### src/rtl/tzc_pkg.sv
`timescale 1ns/1ps
package tzc_pkg;
  typedef enum logic [1:0] {
    ST_IDLE  = 2'd0,
    ST_WAIT  = 2'd1,
    ST_CHECK = 2'd2,
    ST_TRIM  = 2'd3
  } tzc_state_e;
endpackage

### src/rtl/tzc_seg_encode.sv
`timescale 1ns/1ps
// Count-to-enable encoder. HALF=1: MSB carries the count LSB and the low bits
// are a thermometer of count>>1. HALF=0: thermometer of (count+1)/2.
module tzc_seg_encode #(
  parameter int N_IN = 4,
  parameter int W    = 7,
  parameter bit HALF = 1'b1
) (
  input  logic [N_IN-1:0] x_i,
  output logic [W-1:0]    y_o
);
  logic [N_IN:0] lvl;

  if (HALF) begin : g_half
    assign lvl = {1'b0, x_i} >> 1;
    assign y_o[W-1] = x_i[0];
    for (genvar i = 0; i < W-1; i++) begin : g_bit
      assign y_o[i] = (int'(lvl) > i);
    end
  end else begin : g_plain
    assign lvl = ({1'b0, x_i} + (N_IN+1)'(1)) >> 1;
    for (genvar i = 0; i < W; i++) begin : g_bit
      assign y_o[i] = (int'(lvl) > i);
    end
  end
endmodule

### src/rtl/tzc_trim_leg.sv
`timescale 1ns/1ps
// One driver leg: loads a code, then removes half-unit strength one step per
// clock while the working value stays negative.
module tzc_trim_leg #(
  parameter int CODE_W   = 7,
  parameter int MAIN_MAX = 13,
  parameter int MARG_MAX = 16,
  parameter int TOTAL    = 67,
  parameter int MN_W     = 4,
  parameter int MG_W     = 5
) (
  input  logic              clk,
  input  logic              rst_n,
  input  logic              load_i,
  input  logic [CODE_W-1:0] code_i,
  output logic [MN_W-1:0]   main_o,
  output logic [MG_W-1:0]   mpu_o,
  output logic [MG_W-1:0]   mpd_o,
  output logic              busy_o
);
  localparam int VAL_W = CODE_W + 2;

  logic [VAL_W-1:0] val_q, val_d, diff;
  logic [MN_W-1:0]  main_q, main_d;
  logic [MG_W-1:0]  mpu_q, mpu_d, mpd_q, mpd_d;

  assign diff = {2'b00, code_i} - VAL_W'(TOTAL);

  always_comb begin
    val_d  = val_q;
    main_d = main_q;
    mpu_d  = mpu_q;
    mpd_d  = mpd_q;
    if (load_i) begin
      mpu_d = MG_W'(MARG_MAX);
      mpd_d = MG_W'(MARG_MAX);
      if (diff[0]) begin
        main_d = MN_W'(MAIN_MAX - 1);
        val_d  = diff + VAL_W'(1);
      end else begin
        main_d = MN_W'(MAIN_MAX);
        val_d  = diff;
      end
    end else if (val_q[VAL_W-1]) begin
      if (main_q > MN_W'(1)) begin
        main_d = main_q - MN_W'(2);
      end else if ((mpu_q != '0) || (mpd_q != '0)) begin
        if (mpu_q == mpd_q) mpd_d = mpd_q - MG_W'(2);
        else                mpu_d = mpu_q - MG_W'(2);
      end
      val_d = val_q + VAL_W'(2);
    end
  end

  always_ff @(posedge clk or negedge rst_n) begin
    if (!rst_n) begin
      val_q  <= '0;
      main_q <= MN_W'(MAIN_MAX);
      mpu_q  <= MG_W'(MARG_MAX);
      mpd_q  <= MG_W'(MARG_MAX);
    end else begin
      val_q  <= val_d;
      main_q <= main_d;
      mpu_q  <= mpu_d;
      mpd_q  <= mpd_d;
    end
  end

  assign main_o = main_q;
  assign mpu_o  = mpu_q;
  assign mpd_o  = mpd_q;
  assign busy_o = val_q[VAL_W-1];
endmodule

### src/rtl/tx_zcal_alloc.sv
`timescale 1ns/1ps
module tx_zcal_alloc #(
  parameter int CODE_W_IN = 9,
  parameter int PRE_W     = 5,
  parameter int POST_W    = 7,
  parameter int MAIN_W    = 7,
  parameter int MARG_W    = 8,
  parameter int PRE_MAX   = 9,
  parameter int POST_MAX  = 13,
  parameter int MAIN_MAX  = 13,
  parameter int MARG_MAX  = 16,
  parameter int ZC_MIN    = 32,
  parameter int ZC_MAX    = 66
) (
  input  logic                   clk,
  input  logic                   rst_n,
  input  logic                   start_i,
  input  logic                   half_i,
  input  logic                   nom_en_i,
  input  logic [CODE_W_IN-3:0]   nom_val_i,
  input  logic                   cal_done_i,
  input  logic                   cal_err_i,
  input  logic [CODE_W_IN-1:0]   zcal_p_i,
  input  logic [CODE_W_IN-1:0]   zcal_n_i,
  output logic                   cal_req_o,
  output logic                   sw_ovr_o,
  output logic                   done_o,
  output logic                   fail_o,
  output logic [PRE_W-1:0]       pre_en_o,
  output logic [PRE_W-1:0]       pre_sel_o,
  output logic [POST_W-1:0]      post_en_o,
  output logic [POST_W-1:0]      post_sel_o,
  output logic [MAIN_W-1:0]      p_main_o,
  output logic [MARG_W-1:0]      p_mpu_o,
  output logic [MARG_W-1:0]      p_mpd_o,
  output logic [MAIN_W-1:0]      n_main_o,
  output logic [MARG_W-1:0]      n_mpu_o,
  output logic [MARG_W-1:0]      n_mpd_o,
  output logic [MARG_W-1:0]      margin_sel_o
);
  import tzc_pkg::*;

  localparam int CODE_W = CODE_W_IN - 2;
  localparam int TOTAL  = PRE_MAX + POST_MAX + 2*MARG_MAX + MAIN_MAX;
  localparam int MN_W   = $clog2(MAIN_MAX + 1);
  localparam int MG_W   = $clog2(MARG_MAX + 1);
  localparam int PR_W   = $clog2(PRE_MAX + 1);
  localparam int PO_W   = $clog2(POST_MAX + 1);

  tzc_state_e state_q, state_d;
  logic       half_q, half_d;
  logic       req_q, req_d, ovr_q, ovr_d, done_q, done_d, fail_q, fail_d;
  logic [1:0] cplt_q, cplt_d;
  logic       load;

  logic [CODE_W-1:0] leg_code [2];
  logic [1:0]        code_ok, leg_busy;
  logic [MN_W-1:0]   leg_main [2];
  logic [MG_W-1:0]   leg_mpu  [2];
  logic [MG_W-1:0]   leg_mpd  [2];
  logic [MAIN_W-1:0] main_enc [2];
  logic [MARG_W-1:0] mpu_enc  [2];
  logic [MARG_W-1:0] mpd_enc  [2];

  assign leg_code[0] = nom_en_i ? nom_val_i : zcal_p_i[CODE_W_IN-1:2];
  assign leg_code[1] = nom_en_i ? nom_val_i : zcal_n_i[CODE_W_IN-1:2];

  for (genvar g = 0; g < 2; g++) begin : g_leg
    assign code_ok[g] = (leg_code[g] >= CODE_W'(ZC_MIN)) &&
                        (leg_code[g] <= CODE_W'(ZC_MAX));

    tzc_trim_leg #(
      .CODE_W(CODE_W), .MAIN_MAX(MAIN_MAX), .MARG_MAX(MARG_MAX),
      .TOTAL(TOTAL), .MN_W(MN_W), .MG_W(MG_W)
    ) u_leg (
      .clk(clk), .rst_n(rst_n), .load_i(load), .code_i(leg_code[g]),
      .main_o(leg_main[g]), .mpu_o(leg_mpu[g]), .mpd_o(leg_mpd[g]),
      .busy_o(leg_busy[g])
    );

    tzc_seg_encode #(.N_IN(MN_W), .W(MAIN_W), .HALF(1'b1)) u_main (
      .x_i(leg_main[g]), .y_o(main_enc[g]));
    tzc_seg_encode #(.N_IN(MG_W), .W(MARG_W), .HALF(1'b0)) u_mpu (
      .x_i(leg_mpu[g]), .y_o(mpu_enc[g]));
    tzc_seg_encode #(.N_IN(MG_W), .W(MARG_W), .HALF(1'b0)) u_mpd (
      .x_i(leg_mpd[g]), .y_o(mpd_enc[g]));
  end

  tzc_seg_encode #(.N_IN(PR_W), .W(PRE_W), .HALF(1'b1)) u_pre (
    .x_i(PR_W'(PRE_MAX)), .y_o(pre_en_o));
  tzc_seg_encode #(.N_IN(PO_W), .W(POST_W), .HALF(1'b1)) u_post (
    .x_i(PO_W'(POST_MAX)), .y_o(post_en_o));

  // Next-state logic
  always_comb begin
    state_d = state_q;
    half_d  = half_q;
    req_d   = req_q;
    ovr_d   = ovr_q;
    done_d  = 1'b0;
    fail_d  = fail_q;
    cplt_d  = cplt_q;
    load    = 1'b0;
    unique case (state_q)
      ST_IDLE: begin
        if (start_i) begin
          half_d = half_i;
          if (cplt_q[half_i]) begin
            done_d = 1'b1;
            fail_d = 1'b0;
          end else begin
            ovr_d   = 1'b0;
            req_d   = 1'b1;
            state_d = ST_WAIT;
          end
        end
      end
      ST_WAIT: begin
        if (cal_err_i && !nom_en_i) begin
          req_d   = 1'b0;
          done_d  = 1'b1;
          fail_d  = 1'b1;
          state_d = ST_IDLE;
        end else if (cal_done_i) begin
          req_d   = 1'b0;
          state_d = ST_CHECK;
        end
      end
      ST_CHECK: begin
        if (&code_ok) begin
          load    = 1'b1;
          state_d = ST_TRIM;
        end else begin
          done_d  = 1'b1;
          fail_d  = 1'b1;
          state_d = ST_IDLE;
        end
      end
      ST_TRIM: begin
        if (leg_busy == 2'b00) begin
          done_d         = 1'b1;
          fail_d         = 1'b0;
          cplt_d[half_q] = 1'b1;
          state_d        = ST_IDLE;
        end
      end
      default: state_d = ST_IDLE;
    endcase
  end

  // State registers
  always_ff @(posedge clk or negedge rst_n) begin
    if (!rst_n) begin
      state_q <= ST_IDLE;
      half_q  <= 1'b0;
      req_q   <= 1'b0;
      ovr_q   <= 1'b1;
      done_q  <= 1'b0;
      fail_q  <= 1'b0;
      cplt_q  <= 2'b00;
    end else begin
      state_q <= state_d;
      half_q  <= half_d;
      req_q   <= req_d;
      ovr_q   <= ovr_d;
      done_q  <= done_d;
      fail_q  <= fail_d;
      cplt_q  <= cplt_d;
    end
  end

  assign cal_req_o    = req_q;
  assign sw_ovr_o     = ovr_q;
  assign done_o       = done_q;
  assign fail_o       = fail_q;
  assign pre_sel_o    = '0;
  assign post_sel_o   = '0;
  assign margin_sel_o = '0;
  assign p_main_o     = main_enc[0];
  assign p_mpu_o      = mpu_enc[0];
  assign p_mpd_o      = mpd_enc[0];
  assign n_main_o     = main_enc[1];
  assign n_mpu_o      = mpu_enc[1];
  assign n_mpd_o      = mpd_enc[1];
endmodule

### config.mk
export PLATFORM = sky130hd
export DESIGN_NAME = tx_zcal_alloc
export DESIGN_NICKNAME = d
export VERILOG_FILES = /design/src/rtl/tzc_pkg.sv /design/src/rtl/tzc_seg_encode.sv /design/src/rtl/tzc_trim_leg.sv /design/src/rtl/tx_zcal_alloc.sv
export SDC_FILE = /design/constraint.sdc
export NUM_CORES = 1
export LEC_CHECK = 0
export ABC_AREA = 1
export BUFFER_PORTS_ARGS = -buffer_cell sky130_fd_sc_hd__buf_4
export CORE_UTILIZATION = 50
export DETAILED_ROUTE_END_ITERATION = 10
export GPL_TIMING_DRIVEN = 0
export PLACE_DENSITY = 0.87
export SYNTH_ARGS = -nofsm -noshare
export SYNTH_HDL_FRONTEND = slang
export SYNTH_SLANG_ARGS = --single-unit
### constraint.sdc
create_clock -name clk -period 1.7 [get_ports clk]
set_input_delay 0.085 -clock clk [delete_from_list [all_inputs] [get_ports clk]]
set_output_delay 0.085 -clock clk [all_outputs]
set_load 0.05 [all_outputs]
Word level (Yosys, flattened, before mapping)
Cells that the tools add are included.
{ "op_classes": {"reduce_logical": 35, "addsub": 16, "n_eq_ne": 16, "order_cmp": 53, "n_mux": 66, "bitwise": 2} }
{ "ops": {"columns": ["cell", "count"], "rows": [
  ["$mux 5", 20],
  ["$gt 5x3->1 const B", 16],
  ["$mux 9", 6],
  ["$gt 5x1->1 const B", 8],
  ["$gt 5x2->1 const B", 8],
  ["$add 5x1->6 const B", 4],
  ["$mux 4", 6],
  ["$reduce_and 4->1", 6],
  ["$mux 1", 21],
  ["$reduce_bool 5->1", 4],
  ["$sub 5x2->5 const B", 4],
  ["$add 9x1->9 const B", 2],
  ["$add 9x2->9 const B", 2],
  ["$reduce_bool 2->1", 9],
  ["$ne 2x2->1 const B", 8],
  ["$sub 7x7->8 const B", 2],
  ["$ge 7x6->1 const B", 2],
  ["$le 7x7->1 const B", 2],
  ["$mux 7", 2],
  ["$gt 3x1->1 const B", 4],
  ["$gt 3x2->1 const B", 4],
  ["$gt 3x3->1 const B", 4],
  ["$mux 2", 6],
  ["$eq 5x5->1", 2],
  ["21 further kinds", 36]
]} }
{ "totals": {"ff_bits": 55, "word_cells": 205} }

Longest topological paths before layout
Gate-level depths: netlist of the first run.
{ "depth": {"depth_word": 8, "ltp_mapped": 15} }

Cells and area by module
A second synthesis of the first run with hierarchy kept.
{ "hier_totals": {"hier_cells": 728, "area_unflattened_um2": 4817.1} }
{ "modules_own_cells": {"columns": ["mod", "cells_per_inst", "n_inst", "area_per_inst_um2"], "rows": [
  ["tzc_trim_leg (g_leg[1].u_leg)", 215, 1, 1498.9],
  ["tzc_trim_leg (g_leg[0].u_leg)", 203, 1, 1486.4],
  ["tx_zcal_alloc", 137, 1, 937.1],
  ["tzc_seg_encode (g_leg[0].u_mpd ...)", 33, 4, 178.9],
  ["tzc_seg_encode (g_leg[0].u_main ...)", 11, 3, 47.5],
  ["tzc_seg_encode (u_pre)", 8, 1, 36.3]
]} }

Worst setup path after synthesis of the first run
OpenSTA, ideal clock, no wires.
{ "synth_timing": {"path_type": "register -> output", "from": "register g_leg[0].u_leg.main_q[2]", "to": "output p_main_o[5]", "slack_ns": -0.380, "n_path_buf": 0, "path_stages_with_launch": 4, "arrival_ns": 1.995, "cell_sequence": "dfstp_2 -> inv_1 -> ha_1 -> a211oi_1"} }
{ "synth_between": {"elab_chain_cells": 1} }
{ "synth_lines": {"columns": ["element", "line", "source"], "rows": [
  ["start: declaration", "tzc_trim_leg.sv:24", "logic [MN_W-1:0] main_q, main_d;"],
  ["start signal: assignment", "tzc_trim_leg.sv:58", "main_q <= MN_W'(MAIN_MAX);"],
  ["start signal: assignment", "tzc_trim_leg.sv:63", "main_q <= main_d;"],
  ["$gt 3x3->1", "tzc_seg_encode.sv:18", "assign y_o[i] = (int'(lvl) > i);"],
  ["end: declaration", "tx_zcal_alloc.sv:33", "output logic [MAIN_W-1:0] p_main_o,"]
]} }
Every way passes these cells.

Worst setup path after layout of the first run
{ "layout_timing": {"from": "register g_leg[1].u_leg.mpu_q[2]", "to": "output n_mpu_o[5]"} }
{ "layout_between": {"elab_chain_cells": 2} }
{ "layout_lines": {"columns": ["element", "line", "source"], "rows": [
  ["start: declaration", "tzc_trim_leg.sv:25", "logic [MG_W-1:0] mpu_q, mpu_d, mpd_q, mpd_d;"],
  ["start signal: assignment", "tzc_trim_leg.sv:59", "mpu_q <= MG_W'(MARG_MAX);"],
  ["start signal: assignment", "tzc_trim_leg.sv:64", "mpu_q <= mpu_d;"],
  ["$add 5x1->6", "tzc_seg_encode.sv:21", "assign lvl = ({1'b0, x_i} + (N_IN+1)'(1)) >> 1;"],
  ["$gt 5x3->1", "tzc_seg_encode.sv:23", "assign y_o[i] = (int'(lvl) > i);"],
  ["end: declaration", "tx_zcal_alloc.sv:37", "output logic [MARG_W-1:0] n_mpu_o,"]
]} }
Every way passes these cells.

==> results.toml, run 1 <==
[status]
status = "finished, final reports clean"

[critical_path]
crit_required_ns = 1.62
max_stage_delay_ns = 0.45
critPathTopFamily = "flip-flops"
cp_num_cells = 4
crit_chain = "inv_1 -> ha_1 -> o31ai_2 -> buf_6"
startpoint = "g_leg[1].u_leg.mpu_o[2]"
cp_slowest_cell = "dfrtp_2"
worst_setup_path_end_kind = "primary output"
r2r_start = "state_q[1]"
critical_path.max_fanout = 6
crit_type = "reg2out"
reg2regPathDepth = 9
critPathLaunchType = "flop"
crit_buf_inv = 2
critPathArrivalTime_ns = 1.59

[cts]
clock_sinks = 49
clock_latency_ns = 0.32
cts_buffers = 5
htree_levels = 2
cts_root_buffer = "clkbuf_8"
path_clk_slew_ns = 0.10
cts_tree = "yes"
cts_max_path_buffers = 2

[pwr]
power_frac_seq = 0.229
p_total_mw = 10.7
p_leak_nw = 3.08
peakVddDrop_mv = 0.838
p_sw_mw = 5.84
pwr_density_cell_nw_per_um2 = 1830
power.internal_mw = 4.91
pwr-share-comb = 0.677
p_clk_frac = 0.094
swShare = 0.543

[timing]
worst_pin_slew_ns = 0.627
min_period_ns = 1.68
grt_setup_unrepaired = "yes"
post-route-period-util = 0.986
hold_slack_ns = 0.0802
finalClockSkew_ns = 0.0104
hold_viol = 0
setup_viol = 0
slew_violations = 0
maxSlewHeadroom = 0.582
max_freq_mhz = 597

[layout]
syn_to_final_growth_pct = 28.4
diodes = 0
regArea_um2 = 1250
drive_above_1_share = 0.332
multi_input_area_um2 = 2880
finalNetCount = 834
design_area_um2 = 5860
fill_cells = 703

[synthesis]
synth_compound_area_frac = 0.102
syn_area_um2 = 4560
synth_simple_gate_area_share = 0.327
yosysWarningCount = 0
synthAdderAreaFrac = 0.115
synth-main-ff-cell = "dfrtp_1"
async_flop_share = 1.00
synth_cell_types = 49
synthXorXnorAreaFrac = 0.0326
yosysTopAreaCell = "dfrtp_1"
synth_edf_count = 0
synth_common_cells = "146 x nand2_1, 86 x inv_1, 45 x nor2_1"
synth.area.mux_share = 0
seq_area_frac_synth = 0.272
synthesis.instances = 627
synth_top_family_by_area = "simple AND/OR/NAND/NOR gates"
synth_seq_cells = 49
synth_top_area_frac = 0.209
yosys-top-cells-area = "dfrtp_1 21%, nand2_1 12%, ha_1 12%"
synth.avg_cell_area_um2 = 7.27
yosysMostFrequentCell = "nand2_1"

[global_route]
gr-total-overflow = 0
grt_pass1_vias = 4022
grt_usage = 0.215
grt_max_degree = 50
antenna_found_initial = 0
grt_pass1_wl_mm = 17.3

[floorplan]
initial_core_util = 0.520
fp.dieW_um = 97.5
die_area_um2 = 9510
num_rows = 34
core_um2 = 8760
chipHeight_um = 97.5
io_pins = 114

[job]
maxCapViolCount = 0

[detailed_routing]
drtIter0Drc = 181
drc = 0
ant_nets = 0
vias_per_cell = 5.02
drt_first_pass_iters = 5
vias = 4359
drt_wl_total_mm = 10.7
wl_per_cell_um = 12.3

[placement]
port_buffers = 77
place_area_um2 = 5430
place_congestion = 0.854
hpwlAfterDp_mm = 7.71

[worst_hold_path]
hold_depth = 4
hold_class = "in2reg"
min_from = "start_i"
-- path summary, 6_finish.rpt --
kind,end,slack [ns]
worst min-delay path,half_q,0.08
worst max-delay path,n_mpu_o[5],0.02
worst max register to register,state_q[1],0.08
worst min register to register,sw_ovr_o,0.47
min in group asynchronous,g_leg[1].u_leg.mpd_o[2],0.36
max in group asynchronous,g_leg[1].u_leg.mpu_o[2],0.89
-- power by group through the flow --
stage / Combinational [mW] / Clock (mW) / Sequential [mW]
2_1_floorplan: 4.96 / 0 / 2.36
3_3_place_gp: 6.33 / 0 / 2.36
3_5_place_dp: 6.56 / 0 / 2.40
4_1_cts: 6.65 / 1.02 / 2.42
5_1_grt: 7.90 / 1.07 / 2.54
6_report: 7.28 / 1.01 / 2.46
-- stage by stage --
stage / utilization / TNS (ns) / cells / setup WS [ns]
after floorplan: - / -0.666 / 657 / -0.334
after global placement: 0.620 / -0.610 / 842 / -0.137
after detailed placement: 0.620 / -1.67 / 842 / -0.223
after CTS: 0.642 / -0.0537 / 852 / -0.0225
after global routing: 0.668 / -0.198 / 869 / -0.0648
final: 0.668 / 0 / 869 / 0.0246
-- cell families (layout without fill, tap and decap cells) --
kind of cell,Yosys count,after routing
compound gates,75,75
xor+xnor,17,17
flops,49,49
buf+inv,138,242
fa+ha+maj,42,42
simple gates,304,304
other cells,2,32
-- layer usage --
layer  vias up  GRT usage  share of wire
li1       2195          -              -
met1      1976      0.250           0.41
met2       160      0.394           0.52
met3        28     0.0302          0.046
met4         0     0.0860          0.020
met5         -          0              0
-- final cells by class --
cell class                 instances  area share
multi-input combinational        470       0.491
sequential                        49       0.214
timing repair buffer              96       0.130
buffer                            47      0.0594
inverter                          91      0.0594
tap                              108      0.0231
clock buffer                       5      0.0117
clock inverter                     3      0.0117
-- worst min-delay path, delay by kind of cell --
| kind | cells | cell delay (ns) |
|---|---|---|
| buf+inv | 2 | 0.16 |
| compound gates | 1 | 0.07 |
| simple gates | 1 | 0.05 |
-- sequential cells by signal, indices dropped and copies added, names as in the netlist --
name	flops
cal_req_o	1
half_q	1
fail_o	1
g_leg.u_leg.val_q	16
g_leg.u_leg.mpd_o	8
g_leg.u_leg.main_o	8
done_o	1
state_q	2
sw_ovr_o	1
cplt_q	2
g_leg.u_leg.mpu_o	8
-- placed cells by master, fill, tap and decap left out, types with 4 or more instances in the layout --
master,n
nand3b_1,5
dfstp_2,11
nand4_1,10
nor2_4,4
buf_4,120
nand2_4,8
ha_1,40
nor2_1,35
nand2_2,21
o31ai_2,9
dfrtp_1,29
a21oi_1,10
buf_6,11
o211ai_1,7
xor2_1,9
inv_2,12
clkbuf_1,5
o21ai_1,20
nor3_1,6
clkbuf_8,5
nor2_2,9
nand2_1,146
nand3_2,11
nand3_1,40
dfrtp_2,9
xnor2_1,8
inv_1,77
o21ai_0,13
conb_1,32
-- what timing repair did --
item                                    in CTS  in global routing
endpoints found under the setup margin      20                 29
resized for setup                           16                 37
buffers inserted                             0                 17
hold endpoints to repair                    39                  0
pin swaps                                    0                  4
hold buffers                                 2                  0
No activity file was read; power rests on OpenSTA's default activity.
==> run 2, diff against run 1 <==
--- a/config.mk
+++ b/config.mk
@@ -8,9 +8,10 @@
 export ABC_AREA = 1
 export BUFFER_PORTS_ARGS = -buffer_cell sky130_fd_sc_hd__buf_4
 export CORE_UTILIZATION = 50
+export CTS_CLUSTER_DIAMETER = 120
 export DETAILED_ROUTE_END_ITERATION = 10
 export GPL_TIMING_DRIVEN = 0
-export PLACE_DENSITY = 0.87
+export PLACE_DENSITY = 0.76
 export SYNTH_ARGS = -nofsm -noshare
 export SYNTH_HDL_FRONTEND = slang
 export SYNTH_SLANG_ARGS = --single-unit
==> results.toml, run 2 (synthesized netlist as in run 1, its figures left out) <==
[detailed_routing]
drt_first_pass_iters = 4
ant_nets = 0
drtIter0Drc = 188
drt_wl_total_mm = 9.88
vias_per_cell = 4.86
drc = 0
vias = 4211
wl_per_cell_um = 11.4

[timing]
grt_setup_unrepaired = "yes"
fin_ws_ns = 0.0484
max_freq_mhz = 605
worst_pin_slew_ns = 0.633
finalClockSkew_ns = 0.00420
hold_viol = 0
post-route-period-util = 0.972
maxSlewHeadroom = 0.578
min_period_ns = 1.65
slew_violations = 0
setup_viol = 0

[global_route]
antenna_found_initial = 0
grt_pass1_wl_mm = 17.0
grt_pass1_vias = 4046
gr-total-overflow = 0
grt_usage = 0.209
grt_max_degree = 50

[critical_path]
startpoint = "g_leg[1].u_leg.mpu_o[1]"
worst_setup_path_end_kind = "primary output"
r2r_end = "state_q[0]"
critPathTopFamily = "flip-flops"
crit_type = "reg2out"
max_stage_delay_ns = 0.43
critPathLaunchType = "flop"
r2r_setup_slack_ns = 0.08
cp_num_cells = 4
cp_slowest_cell = "dfrtp_2"
critPathArrivalTime_ns = 1.57
reg2regPathDepth = 8
crit_chain = "inv_1 -> ha_1 -> o31ai_1 -> buf_4"
crit_buf_inv = 2
critical_path.max_fanout = 4
r2r_start = "state_q[1]"
crit_required_ns = 1.62
crit_end = "n_mpu_o[6]"

[layout]
largest_reg_flops = 16
largest-register = "g_leg.u_leg.val_q"
drive_above_1_share = 0.327
diodes = 0
final_cell_mix = "145 x nand2_1, 119 x buf_4, 76 x inv_1"
syn_to_final_growth_pct = 26.6
finalNetCount = 831
final_common_cell = "nand2_1"

[placement]
place_congestion = 0.836
port_buffers = 77
pre_cts_ws_ns = -0.202
hpwlAfterDp_mm = 7.72

[job]
maxCapViolCount = 0

[pwr]
p_total_mw = 10.2
p_leak_nw = 3.04
pwr_density_cell_nw_per_um2 = 1770
peakVddDrop_mv = 0.942

[cts]
clock_sinks = 49
clock_latency_ns = 0.30
cts_root_buffer = "clkbuf_8"
path_clk_slew_ns = 0.09
htree_levels = 2
cts_max_path_buffers = 2
cts_buffers = 5
cts_tree = "yes"

[floorplan]
num_rows = 34
fp.dieW_um = 97.5
chipHeight_um = 97.5
io_pins = 114
core_um2 = 8760
die_area_um2 = 9510
initial_core_util = 0.520

[worst_hold_path]
hold_class = "in2reg"
hold_depth = 3
min_from = "half_i"

[status]
status = "finished, final reports clean"
## run 2: cell types whose count changed in the layout (fill, tap and decap cells not counted), moves of 2 or more
| cell | delta |
|---|---|
| buf_6 | -2 |
| bufinv_16 | -2 |
| o31ai_1 | +2 |
| o31ai_2 | -2 |
## run 2: worst min-delay path by stage
stage	to	slack, ns
floorplan	cal_req_o	-0.21
global placement	g_leg[0].u_leg.mpu_o[2]	0.15
detailed placement	g_leg[0].u_leg.mpu_o[2]	0.15
CTS	half_q	0.01
global route	half_q	0.03
finish	half_q	0.01
## run 2: layout make-up
class                   instances  area (um2)
plain buffers                  47         349
clock buffers                   7        76.3
clock inverters                 1        7.51
fillers                       775        2990
inverters                      91         348
multi-input cells             470        2860
flip-flops and latches         49        1250
well taps                     108         135
repair buffers                 93         743
## run 2: metal layers
| metal | global-route usage | up-vias | routed length (um) |
|---|---|---|---|
| li1 | - | 2189 | - |
| met1 | 0.254 | 1897 | 4290 |
| met2 | 0.387 | 111 | 5080 |
| met3 | 0.0245 | 14 | 380 |
| met4 | 0.0566 | 0 | 124 |
| met5 | 0 | - | 0 |
## run 2: metrics by stage
| stage | cells | setup TNS [ns] | util | hold slack (ns) | cell area [um2] |
|---|---|---|---|---|---|
| finish | 866 | 0 | 0.659 | 0.0139 | 5770 |
| global route | 866 | -0.130 | 0.659 | 0.0286 | 5770 |
| CTS | 851 | -0.00204 | 0.635 | 0.0117 | 5560 |
| detailed placement | 842 | -1.87 | 0.620 | 0.147 | 5430 |
| global placement | 842 | -0.833 | 0.620 | 0.146 | 5430 |
| floorplan | 657 | -0.666 | - | -0.211 | 4720 |
## run 2: worst reg2reg max path: stages, from the launching register on
cell and delay [ns]:
dfrtp_1 0.41, inv_1 0.09, ha_1 0.20, nand2_1 0.10, nor2_1 0.06, a21o_1 0.17
or2_2 0.32, nor2_4 0.10, a22oi_1 0.06
## run 2: what timing repair did
item                       CTS  global route
pin swaps                    0             8
resized for setup           14            37
setup endpoints to repair   16            27
hold endpoints to repair    38             0
hold buffers                 1             0
buffers inserted             0            15
## run 2: where the power goes
group          switching (mW)  total (mW)  leakage, nW  internal [mW]
Combinational            4.66        7.14         2.43           2.48
Sequential              0.612        2.42        0.575           1.81
Clock                   0.379       0.671       0.0385          0.292
==> run 3, diff against run 2 <==
--- a/config.mk
+++ b/config.mk
@@ -7,11 +7,14 @@
 export LEC_CHECK = 0
 export ABC_AREA = 1
 export BUFFER_PORTS_ARGS = -buffer_cell sky130_fd_sc_hd__buf_4
-export CORE_UTILIZATION = 50
+export CELL_PAD_IN_SITES_DETAIL_PLACEMENT = 0
+export CELL_PAD_IN_SITES_GLOBAL_PLACEMENT = 1
+export CORE_UTILIZATION = 39
 export CTS_CLUSTER_DIAMETER = 120
 export DETAILED_ROUTE_END_ITERATION = 10
 export GPL_TIMING_DRIVEN = 0
-export PLACE_DENSITY = 0.76
+export PLACE_DENSITY_LB_ADDON = 0.1
+export SETUP_SLACK_MARGIN = 0.4
 export SYNTH_ARGS = -nofsm -noshare
 export SYNTH_HDL_FRONTEND = slang
 export SYNTH_SLANG_ARGS = --single-unit
==> results.toml, run 3 (synthesized netlist as in run 1, its figures left out) <==
[floorplan]
initial_core_util = 0.399
core_um2 = 11400
fp.dieW_um = 110
num_rows = 39
chipHeight_um = 110
io_pins = 114
die_area_um2 = 12100

[pwr]
pwr-share-comb = 0.746
pwr_density_cell_nw_per_um2 = 1810
power.internal_mw = 7.21
swShare = 0.509
p_clk_frac = 0.076
p_sw_mw = 7.49
p_total_mw = 14.7
p_leak_nw = 3.75
power_frac_seq = 0.179
peakVddDrop_mv = 1.89

[cts]
cts_buffers = 5
cts_tree = "yes"
clock_latency_ns = 0.29
path_clk_slew_ns = 0.07
htree_levels = 2
cts_root_buffer = "clkbuf_16"
cts_max_path_buffers = 2
clock_sinks = 49

[global_route]
grt_usage = 0.204
gr-total-overflow = 0
grt_pass1_wl_mm = 19.6
grt_max_degree = 50
antenna_found_initial = 0
grt_pass1_vias = 4285

[detailed_routing]
drt_first_pass_iters = 4
ant_nets = 0
vias = 4685
vias_per_cell = 4.83
wl_per_cell_um = 13.7
drt_wl_total_mm = 13.3
drtIter0Drc = 143
drc = 0

[critical_path]
critPathTopFamily = "simple AND/OR/NAND/NOR gates"
r2r_start = "g_leg[1].u_leg.mpu_o[3]"
crit_type = "reg2reg"
critical_path.max_fanout = 6
max_stage_delay_ns = 0.46
reg2regPathDepth = 9
cp_slowest_cell = "dfrtp_2"
crit_buf_inv = 3
crit_required_ns = 1.88
critPathArrivalTime_ns = 1.87
critPathLaunchType = "flop"
worst_setup_path_end_kind = "flop"
crit_chain = "clkinv_4 -> nor2_1 -> nor3_1 -> nand2_1 -> and2b_2 -> buf_6 -> nand2_2 -> nand3_1 -> inv_1"
r2r_end = "g_leg[1].u_leg.mpd_o[1]"
r2r_setup_slack_ns = 0.004

[timing]
maxSlewHeadroom = 0.573
min_period_ns = 1.70
slew_violations = 0
worst_pin_slew_ns = 0.640
grt_setup_unrepaired = "yes"
max_freq_mhz = 590
hold_viol = 0
post-route-period-util = 0.998
setup_viol = 0
fin_ws_ns = 0.00399
finalClockSkew_ns = 0.00879
hold_slack_ns = 0.0277

[placement]
port_buffers = 77
place_area_um2 = 5940
dpl.cell_count = 877
place_congestion = 0.780
hpwlAfterDp_mm = 7.79
pre_cts_ws_ns = -0.108

[layout]
syn_to_final_growth_pct = 78.3
fill_cells = 849
final_common_cell = "buf_4"
final_cells = 970
largest-register = "g_leg.u_leg.val_q"
drive_above_1_share = 0.611
diodes = 0
design_area_um2 = 8130
largest_reg_flops = 16
finalNetCount = 900
final_cell_mix = "112 x buf_4, 99 x nand2_1, 59 x buf_6"
multi_input_area_um2 = 3990
regArea_um2 = 1260

[worst_hold_path]
hold_depth = 3
hold_class = "in2reg"
holdPathEnd = "half_q"
min_from = "half_i"

[job]
maxCapViolCount = 0

[status]
status = "finished, final reports clean"
==> run 3: cell types whose count changed in the layout (fill, tap and decap cells not counted), moves of 24 or more <==
| cell | previous run | this run |
|---|---|---|
| nand2_2 | 22 | 46 |
| ha_1 | 40 | 9 |
| nand2_1 | 145 | 99 |
| ha_4 | 0 | 28 |
| buf_6 | 9 | 59 |
| inv_1 | 76 | 38 |
==> run 3: worst max-delay path by stage <==
stage / startpoint / end / cells past startpoint
2_1_floorplan: g_leg[1].u_leg.mpd_o[2] / g_leg[1].u_leg.mpd_o[3] / 8
3_3_place_gp: nom_en_i / g_leg[1].u_leg.val_q[5] / 15
3_5_place_dp: nom_en_i / g_leg[1].u_leg.val_q[5] / 15
4_1_cts: g_leg[0].u_leg.main_o[3] / p_main_o[5] / 3
5_1_grt: g_leg[1].u_leg.mpu_o[3] / g_leg[1].u_leg.mpd_o[2] / 10
6_report: g_leg[1].u_leg.mpu_o[3] / g_leg[1].u_leg.mpd_o[1] / 9
==> run 3: repair_timing <==
action	4_1_cts	5_1_grt
setup endpoints to repair	81	89
hold buffers	1	0
cloned	7	1
endpoints found under the hold margin	38	0
resized for setup	237	88
buffers inserted	53	23
pin swaps	57	41
==> run 3: layout make-up <==
| class | count | area share |
|---|---|---|
| sequential | 49 | 0.155 |
| inverter | 91 | 0.0549 |
| buffer | 47 | 0.0502 |
| clock inverter | 2 | 0.00431 |
| clock buffer | 6 | 0.0158 |
| multi-input combinational | 472 | 0.491 |
| tap | 143 | 0.0220 |
| timing repair buffer | 160 | 0.207 |
==> run 3: through the flow <==
step	utilization	TNS (ns)
floorplan	-	0
global placement	0.520	-0.258
detailed placement	0.520	-0.347
CTS	0.664	0
global route	0.712	-0.392
finish	0.712	0
==> run 3: worst min-delay path: cells and delay by family <==
kind	cells	cell delay (ns)
compound gates	1	0.06
simple gates	1	0.04
buf+inv	1	0.09
==> run 3: power groups by stage <==
stage | clock network, mW | logic [mW] | registers [mW]
CTS | 1.14 | 9.59 | 2.61
global route | 1.19 | 11.8 | 2.71
floorplan | 0 | 5.58 | 2.44
detailed placement | 0 | 7.14 | 2.47
global placement | 0 | 7.06 | 2.46
finish | 1.11 | 11.0 | 2.63
==> run 3: per-layer routing <==
layer | global-route usage | wire length, um | up-vias | part of all wire
met2 | 0.380 | 7130 | 109 | 0.54
met1 | 0.253 | 5610 | 2204 | 0.42
met5 | 0 | 0 | - | 0
met3 | 0.0212 | 416 | 15 | 0.031
li1 | - | - | 2357 | -
met4 | 0.0367 | 138 | 0 | 0.010
